===== config.mk =====
export PLATFORM = sky130hd
export DESIGN_NAME = exc_stacker
export DESIGN_NICKNAME = d
export VERILOG_FILES = /design/src/rtl/exc_stk_pkg.sv /design/src/rtl/stk_base_sel.sv /design/src/rtl/stk_word_mux.sv /design/src/rtl/stk_ctrl.sv /design/src/rtl/exc_stacker.sv
export SDC_FILE = /design/constraint.sdc
export NUM_CORES = 1
export LEC_CHECK = 0
export BUFFER_PORTS_ARGS = -buffer_cell sky130_fd_sc_hd__clkbuf_2
export CAP_MARGIN = 20
export CORE_UTILIZATION = 30
export CTS_CLUSTER_DIAMETER = 60
export CTS_CLUSTER_SIZE = 12
export DETAILED_ROUTE_END_ITERATION = 16
export HOLD_SLACK_MARGIN = 0.15
export PLACE_DENSITY = 0.6
export SLEW_MARGIN = 20
export SYNTH_ARGS = -nofsm -noshare
export SYNTH_HDL_FRONTEND = slang
export SYNTH_SLANG_ARGS = --single-unit

===== constraint.sdc =====
create_clock -name clk -period 7.7 [get_ports clk]
set_clock_uncertainty 0.15 [all_clocks]
set_input_delay 1.155 -clock clk [delete_from_list [all_inputs] [get_ports clk]]
set_output_delay 1.155 -clock clk [all_outputs]
set_load 0.1 [all_outputs]

===== src/rtl/exc_stk_pkg.sv =====
// Package: shared constants and types of the exception context stacker.
// Assumes one frame of eight data words; the order is fixed by the frame layout.
package exc_stk_pkg;
    localparam int FRAME_WORDS = 8;

    typedef enum logic {
        ST_IDLE = 1'b0,
        ST_PUSH = 1'b1
    } stk_state_e;

    typedef enum logic {
        FK_PROT  = 1'b0,
        FK_LIMIT = 1'b1
    } fault_kind_e;
endpackage


===== src/rtl/stk_base_sel.sv =====
// stk_base_sel: chooses the stack in use by the interrupted code and computes
// the frame base below it. Purely combinational.
// Assumes Handler mode always runs on the main stack.
module stk_base_sel #(
    parameter int AW          = 32,
    parameter int FRAME_BYTES = 32
) (
    input  logic          in_handler,
    input  logic          spsel,
    input  logic [AW-1:0] msp,
    input  logic [AW-1:0] psp,
    output logic          use_psp,
    output logic [AW-1:0] base
);
    // Pick the active stack and step down by one frame.
    always_comb begin
        use_psp = !in_handler && spsel;
        base    = (use_psp ? psp : msp) - AW'(FRAME_BYTES);
    end
endmodule


===== src/rtl/stk_word_mux.sv =====
// stk_word_mux: selects one word of the latched context by push index.
// Assumes the packed vector holds word k at bits k*DW upward.
module stk_word_mux #(
    parameter int DW    = 32,
    parameter int NW    = 8,
    parameter int IDX_W = 3
) (
    input  logic [NW*DW-1:0] ctx,
    input  logic [IDX_W-1:0] idx,
    output logic [DW-1:0]    word
);
    logic [DW-1:0] slot [NW];

    // Split the packed context into addressable slots.
    for (genvar g = 0; g < NW; g++) begin : g_slot
        assign slot[g] = ctx[g*DW +: DW];
    end

    // Return the slot addressed by the current push index.
    always_comb word = slot[idx];
endmodule


===== src/rtl/stk_ctrl.sv =====
// stk_ctrl: push sequencer. It latches the context on acceptance, writes one
// word per completed handshake, abandons on a fault and reports the outcome.
// Assumes mem_fault and mem_fault_kind are valid only together with mem_ready.
module stk_ctrl
    import exc_stk_pkg::*;
#(
    parameter int AW    = 32,
    parameter int DW    = 32,
    parameter int EXC_W = 9,
    parameter int NW    = 8,
    parameter int IDX_W = 3
) (
    input  logic             clk,
    input  logic             rst_n,
    input  logic             exc_req,
    input  logic [EXC_W-1:0] exc_num,
    input  logic             in_handler,
    input  logic             thread_unpriv,
    input  logic             use_psp,
    input  logic [AW-1:0]    base,
    input  logic [NW*DW-1:0] ctx_in,
    input  logic             mem_ready,
    input  logic             mem_fault,
    input  logic             mem_fault_kind,
    output logic [NW*DW-1:0] ctx_q,
    output logic [IDX_W-1:0] idx_q,
    output logic             mem_req,
    output logic [AW-1:0]    mem_addr,
    output logic             mem_unpriv,
    output logic             busy,
    output logic             done,
    output logic             enter_handler,
    output logic [EXC_W-1:0] active_exc,
    output logic             sp_wb_en,
    output logic             sp_wb_psp,
    output logic [AW-1:0]    sp_wb_val,
    output logic             flt_valid,
    output logic             flt_stkof,
    output logic             flt_stkerr,
    output logic [EXC_W-1:0] flt_pend_exc
);
    localparam logic [IDX_W-1:0] LAST_IDX = IDX_W'(NW - 1);
    localparam int               WBYTES   = DW / 8;

    stk_state_e       state_q;
    logic [AW-1:0]    base_q;
    logic [EXC_W-1:0] num_q;
    logic             psp_q;
    logic             unpriv_q;
    logic             hs;

    // Handshake: a push completes this cycle.
    always_comb hs = (state_q == ST_PUSH) && mem_ready;

    // Sequencer state, frame capture and outcome pulses.
    always_ff @(posedge clk) begin
        if (!rst_n) begin
            state_q       <= ST_IDLE;
            idx_q         <= '0;
            base_q        <= '0;
            num_q         <= '0;
            psp_q         <= 1'b0;
            unpriv_q      <= 1'b0;
            ctx_q         <= '0;
            done          <= 1'b0;
            flt_valid     <= 1'b0;
            flt_stkof     <= 1'b0;
            flt_stkerr    <= 1'b0;
            active_exc    <= '0;
        end else begin
            done       <= 1'b0;
            flt_valid  <= 1'b0;
            flt_stkof  <= 1'b0;
            flt_stkerr <= 1'b0;
            case (state_q)
                ST_IDLE: begin
                    if (exc_req) begin
                        state_q  <= ST_PUSH;
                        idx_q    <= '0;
                        base_q   <= base;
                        num_q    <= exc_num;
                        psp_q    <= use_psp;
                        unpriv_q <= !in_handler && thread_unpriv;
                        ctx_q    <= ctx_in;
                    end
                end
                ST_PUSH: begin
                    if (hs) begin
                        if (mem_fault) begin
                            state_q    <= ST_IDLE;
                            flt_valid  <= 1'b1;
                            flt_stkof  <= (mem_fault_kind == FK_LIMIT);
                            flt_stkerr <= (mem_fault_kind == FK_PROT);
                        end else if (idx_q == LAST_IDX) begin
                            state_q    <= ST_IDLE;
                            done       <= 1'b1;
                            active_exc <= num_q;
                        end else begin
                            idx_q <= idx_q + 1'b1;
                        end
                    end
                end
                default: state_q <= ST_IDLE;
            endcase
        end
    end

    // Memory-side request fields and outcome views of the latched frame.
    always_comb begin
        busy          = (state_q == ST_PUSH);
        mem_req       = busy;
        mem_addr      = base_q + AW'(idx_q) * AW'(WBYTES);
        mem_unpriv    = busy && unpriv_q;
        enter_handler = done;
        sp_wb_en      = done;
        sp_wb_psp     = psp_q;
        sp_wb_val     = base_q;
        flt_pend_exc  = num_q;
    end
endmodule


===== src/rtl/exc_stacker.sv =====
// exc_stacker: top of the exception entry context stacker. Selects the stack,
// sequences the eight pushes under the interrupted code's rules and reports
// completion or a derived fault.
// Assumes the memory side reports each write's fault with its ready.
module exc_stacker
    import exc_stk_pkg::*;
#(
    parameter int AW    = 32,
    parameter int DW    = 32,
    parameter int EXC_W = 9
) (
    input  logic                   clk,
    input  logic                   rst_n,
    input  logic                   exc_req,
    input  logic [EXC_W-1:0]       exc_num,
    input  logic                   in_handler,
    input  logic                   spsel,
    input  logic                   thread_unpriv,
    input  logic [AW-1:0]          msp,
    input  logic [AW-1:0]          psp,
    input  logic [FRAME_WORDS*DW-1:0] ctx_words,
    output logic                   mem_req,
    output logic [AW-1:0]          mem_addr,
    output logic [DW-1:0]          mem_wdata,
    output logic                   mem_unpriv,
    input  logic                   mem_ready,
    input  logic                   mem_fault,
    input  logic                   mem_fault_kind,
    output logic                   busy,
    output logic                   done,
    output logic                   enter_handler,
    output logic [EXC_W-1:0]       active_exc,
    output logic                   sp_wb_en,
    output logic                   sp_wb_psp,
    output logic [AW-1:0]          sp_wb_val,
    output logic                   flt_valid,
    output logic                   flt_stkof,
    output logic                   flt_stkerr,
    output logic [EXC_W-1:0]       flt_pend_exc
);
    localparam int NW          = FRAME_WORDS;
    localparam int IDX_W       = $clog2(NW);
    localparam int FRAME_BYTES = NW * (DW / 8);

    logic                 use_psp;
    logic [AW-1:0]        base;
    logic [NW*DW-1:0]     ctx_q;
    logic [IDX_W-1:0]     idx_q;

    stk_base_sel #(.AW(AW), .FRAME_BYTES(FRAME_BYTES)) u_base (
        .in_handler (in_handler),
        .spsel      (spsel),
        .msp        (msp),
        .psp        (psp),
        .use_psp    (use_psp),
        .base       (base)
    );

    stk_ctrl #(.AW(AW), .DW(DW), .EXC_W(EXC_W), .NW(NW), .IDX_W(IDX_W)) u_ctrl (
        .clk            (clk),
        .rst_n          (rst_n),
        .exc_req        (exc_req),
        .exc_num        (exc_num),
        .in_handler     (in_handler),
        .thread_unpriv  (thread_unpriv),
        .use_psp        (use_psp),
        .base           (base),
        .ctx_in         (ctx_words),
        .mem_ready      (mem_ready),
        .mem_fault      (mem_fault),
        .mem_fault_kind (mem_fault_kind),
        .ctx_q          (ctx_q),
        .idx_q          (idx_q),
        .mem_req        (mem_req),
        .mem_addr       (mem_addr),
        .mem_unpriv     (mem_unpriv),
        .busy           (busy),
        .done           (done),
        .enter_handler  (enter_handler),
        .active_exc     (active_exc),
        .sp_wb_en       (sp_wb_en),
        .sp_wb_psp      (sp_wb_psp),
        .sp_wb_val      (sp_wb_val),
        .flt_valid      (flt_valid),
        .flt_stkof      (flt_stkof),
        .flt_stkerr     (flt_stkerr),
        .flt_pend_exc   (flt_pend_exc)
    );

    stk_word_mux #(.DW(DW), .NW(NW), .IDX_W(IDX_W)) u_mux (
        .ctx  (ctx_q),
        .idx  (idx_q),
        .word (mem_wdata)
    );
endmodule


==> out/metrics.sh <==
FLOW.AREA_GROWTH_FROM_SYNTHESIS_PCT=26.3
CRIT_FAMILY='simple AND/OR/NAND/NOR gates'
WORST-ENDPOINT-ARRIVAL_PS=4480
DETAILED_ROUTE_VIAS_PER_INSTANCE=4.81
NUMBER_OF_GLOBAL_ROUTE_VIAS_BEFORE_REPAIR=13600
SYN-MEAN-INSTANCE-AREA_SQ_UM=8.75
INITIAL_UTILIZATION_PCT=30.6
CLOCK-ROOT-BUFFER='sky130_fd_sc_hd__clkbuf_16'
ROUTABILITYCONGESTION=0.835
GRT_PASS1_WL_MM=78.1
ROUTED_WIRE_LENGTH_PER_INSTANCE_UM=18.8
UNREPAIRED_SETUP_ENDPOINTS_AFTER_GLOBAL_ROUTING='no'
TOP_LEVEL_PORTS=462
CTS_TREE='done'
CLOCKPOWERSHARE_PCT=41.0
COMBINATIONALPOWERSHARE_PCT=17.9
YS_SEQ_ELEMENTS=316
ANTENNA_FOUND_INITIAL=12
MAX_CAP_VIOL_COUNT=0
ROWS=81
DIE_W_UM=227
NETSWITCHINGPOWER_mW=1.38
SYNTH.LARGEST_AREA_CELL='sky130_fd_sc_hd__dfxtp_1'
SYN_INST=1729
CLKSINKCOUNT=316
WORST_PATH_LARGEST_CELL_DELAY_PS=870
POST_CTS.RESIZED_INSTANCES=0
FIN_NETS=2453
CTS_MADE_BUFFERS=39
MAX_CLOCK_FREQ_MHz=173
MIN_PATH_TYPE='flop to flop'
LAYOUT-DRIVE-GT1-SHARE_PCT=30.6
CORE_BOX_AREA_SQ_MM=0.0494
CTS_MAX_PATH_BUFFERS=3
CRIT_PATH_START_KIND='flop'
WORST_SETUP_PATH_END_KIND='output port'
DRTPASS1ITERATIONS=5
POST_PLACE_WORST_SLACK_PS=2420
PLACED_CELLS_INCL_TAPS=2731
P_LEAK_nW=7.95
FILLER_CELL_COUNT=5115
INTERNAL-POWER_mW=3.00
R2R_SLACK_PS=4600
PROPORTION_OF_POWER_DRAWN_BY_FLIP_FLOPS_AND_LATCHES_PCT=41.1
DOMINANTREGCELLSYNTH='sky130_fd_sc_hd__dfxtp_1'
TIMING.SLEW.HEADROOM_PCT=27.9
DRT_WL_TOTAL_MM=52.7
POST_SYNTH_MAIN_AREA_CONTRIBUTORS='sky130_fd_sc_hd__dfxtp_1 (42%), sky130_fd_sc_hd__nand2_1 (15%), sky130_fd_sc_hd__a21boi_0 (14%)'
HOLD_PATH_DEPTH=2
SYNTH_EDF_COUNT=0
WORST_PATH_REQUIRED_TIME_PS=6390
IO_BUFFER_COUNT=461
LAYOUT.CELLS.MOST_COMMON='sky130_fd_sc_hd__nand2_1'
CTS-HOLD-FIX-BUFFERS=0
NUMBER_OF_DISTINCT_LIBRARY_CELLS_AFTER_SYNTHESIS=57
CELL_AREA_SYNTH_SQ_MM=0.0151
POST_LAYOUT_NONFILLER_INSTANCES=2797
PATH_CELLS='ha_1, inv_1, fa_1, nand2b_1, a21oi_1, or3b_1, or3_1, xnor2_1, clkbuf_2'
DIEAREA_SQ_MM=0.0513
TIMING_WORST_SLEW_PIN_VALUE_PS=1080
R2R.WORST_PATH.CELLS=5
CLKLATENCYLATEPIN_PS=540
SYNTH_SEQUENTIAL_AREA_RATIO_PCT=41.8
PERIOD_SHARE_PCT=75.1
REPORT.FINAL.SLEW_VIOL_COUNT=0
GLOBALROUTEOVERFLOWTOTAL=0
TIMING_WORST_SETUP_PATH_TYPE='flop to output port'
CLK_PIN_SLEW_PS=60
FINALSETUPTNS_PS=0
NUMBER_OF_VIAS_AFTER_DETAILED_ROUTING=13500
PIN_COUNT_OF_THE_BIGGEST_NET_ENTERING_GLOBAL_ROUTING=211
CP_NUM_CELLS=9
POWER-PER-CELL-AREA_mW_PER_MM2=229
CLOCK_TREE.HTREE_LEVEL_COUNT=2
TIMING.CRITICAL_PATH.SLOWEST_STAGE_CELL='sky130_fd_sc_hd__dfxtp_4'
SETUP_VIOL_COUNT_FINAL=0
POST-SYNTH-TOP-AREA-FRACTION_PCT=41.8
PERIOD_NEEDED_PS=5780
DRT-INITIAL-DRC-COUNT=672
HOLD_VIOL=0
OUTCOME='complete, no violations'
SETUP_WS_PS=1920
COMMONEST_CELLS_AFTER_ROUTING_FILL_AND_TAPS_ASIDE='sky130_fd_sc_hd__nand2_1 (604), sky130_fd_sc_hd__clkbuf_2 (460), sky130_fd_sc_hd__dfxtp_1 (313)'
GRT.TOTAL_USAGE_PCT=20.1
CHIPHEIGHT_UM=227
CTS_POST_SETUP_BUFFERS_INSERTED=0
HPWLAFTERDP_MM=38.4
POWER.SWITCHING_FRACTION_PCT=31.5
DETAIL-ROUTE-ANTENNA-NETS=0
TIMING.CRITICAL_PATH.FANOUT_MAX=36
YOSYS_WARNINGS=0
NUMBER_OF_REMAINING_DRC_ERRORS=0
SYNTH_FP_NETS=2074
CRITPATHBUFINV=2
VDD.IR_DROP.WORST_mV=0.162
SYNTHARSTFLOPSHARE_PCT=0
==> Yosys cell counts, types with 4 or more instances <==
cell type / count
sky130_fd_sc_hd__o21ai_0: 16
sky130_fd_sc_hd__o211a_1: 5
sky130_fd_sc_hd__nand3_1: 46
sky130_fd_sc_hd__and2_1: 12
sky130_fd_sc_hd__nand4_1: 10
sky130_fd_sc_hd__clkbuf_1: 111
sky130_fd_sc_hd__and3_1: 4
sky130_fd_sc_hd__buf_4: 5
sky130_fd_sc_hd__nor3_1: 4
sky130_fd_sc_hd__mux2i_1: 29
sky130_fd_sc_hd__o211ai_1: 5
sky130_fd_sc_hd__xor2_1: 16
sky130_fd_sc_hd__o31ai_1: 4
sky130_fd_sc_hd__inv_1: 9
sky130_fd_sc_hd__dfxtp_1: 316
sky130_fd_sc_hd__or3_1: 13
sky130_fd_sc_hd__nor2b_1: 4
sky130_fd_sc_hd__a21oi_1: 8
sky130_fd_sc_hd__nor4_1: 6
sky130_fd_sc_hd__mux2_2: 34
sky130_fd_sc_hd__buf_1: 10
sky130_fd_sc_hd__nor2_1: 38
sky130_fd_sc_hd__buf_2: 8
sky130_fd_sc_hd__xnor2_1: 24
sky130_fd_sc_hd__ha_1: 6
sky130_fd_sc_hd__mux4_2: 64
sky130_fd_sc_hd__a21boi_0: 279
sky130_fd_sc_hd__nand2_1: 604
==> sequential cells by signal, indices dropped and copies added (netlist names), 3 cells and up <==
signal	cells
u_ctrl.ctx_q	256
u_ctrl.sp_wb_val	32
u_ctrl.idx_q	3
u_ctrl.flt_pend_exc	9
u_ctrl.active_exc	9
==> power by group through the flow <==
stage	Combinational, mW	Sequential [mW]	Clock, mW
2_1_floorplan	0.464	1.92	0
3_3_place_gp	0.788	1.83	0
3_5_place_dp	0.795	1.84	0
4_1_cts	0.797	1.80	1.85
5_1_grt	0.842	1.81	1.92
6_report	0.786	1.80	1.80
==> worst min-delay path: stages (launching register included) <==
cell and delay [ps]:
sky130_fd_sc_hd__dfxtp_1 300, sky130_fd_sc_hd__nand2_1 40, sky130_fd_sc_hd__a21boi_0 60
==> routing by layer <==
metal | wire length, um | part of all wire, % | GRT usage [%]
met5 | 80 | 0.15 | 0
met4 | 1240 | 2.4 | 6.58
met3 | 4150 | 7.9 | 6.51
met2 | 26600 | 50 | 36.6
met1 | 20600 | 39 | 21.7
==> per-stage QoR <==
stage               power [mW]  hold slack, ps  utilization (%)  area [sq um]
finish                    4.38             313             38.7         19100
global route              4.57             335             38.7         19100
CTS                       4.45             316             38.6         19100
detailed placement        2.63             308             36.2         17900
global placement          2.62             300             36.2         17900
floorplan                 2.38             286                -         15100
==> cell families (layout without fill, tap and decap cells) <==
logic type,count (synthesis),after routing,synth area share (%)
adder cells (fa/ha/maj),7,7,0.629
multiplexers,129,129,14.2
other,0,6,0
AND/OR/NAND/NOR,760,760,20.7
flip-flops,316,316,41.8
buffers and inverters,145,543,3.89
AO/OA/AOI/OAI,332,332,16.4
XOR/XNOR,40,40,2.32
==> worst paths after layout <==
check | from | end
setup / recovery | u_ctrl.idx_q[0] | mem_addr[28]
hold / removal | u_ctrl.ctx_q[226] | u_ctrl.ctx_q[226]
hold reg to reg | u_ctrl.ctx_q[226] | u_ctrl.ctx_q[226]
setup reg to reg | u_ctrl.busy | u_ctrl.sp_wb_val[16]
==> area by class of cell <==
cell class,instances,area [sq um],share of cell area (%)
repair buffers,474,2430,12.7
flip-flops and latches,316,6330,33.2
multi-input cells,1268,8230,43.1
clock inverters,17,189,0.989
diodes,6,15.0,0.0786
well taps,664,831,4.35
inverters,9,33.8,0.177
clock buffers,43,1030,5.41
No activity file was read; power rests on OpenSTA's default activity.
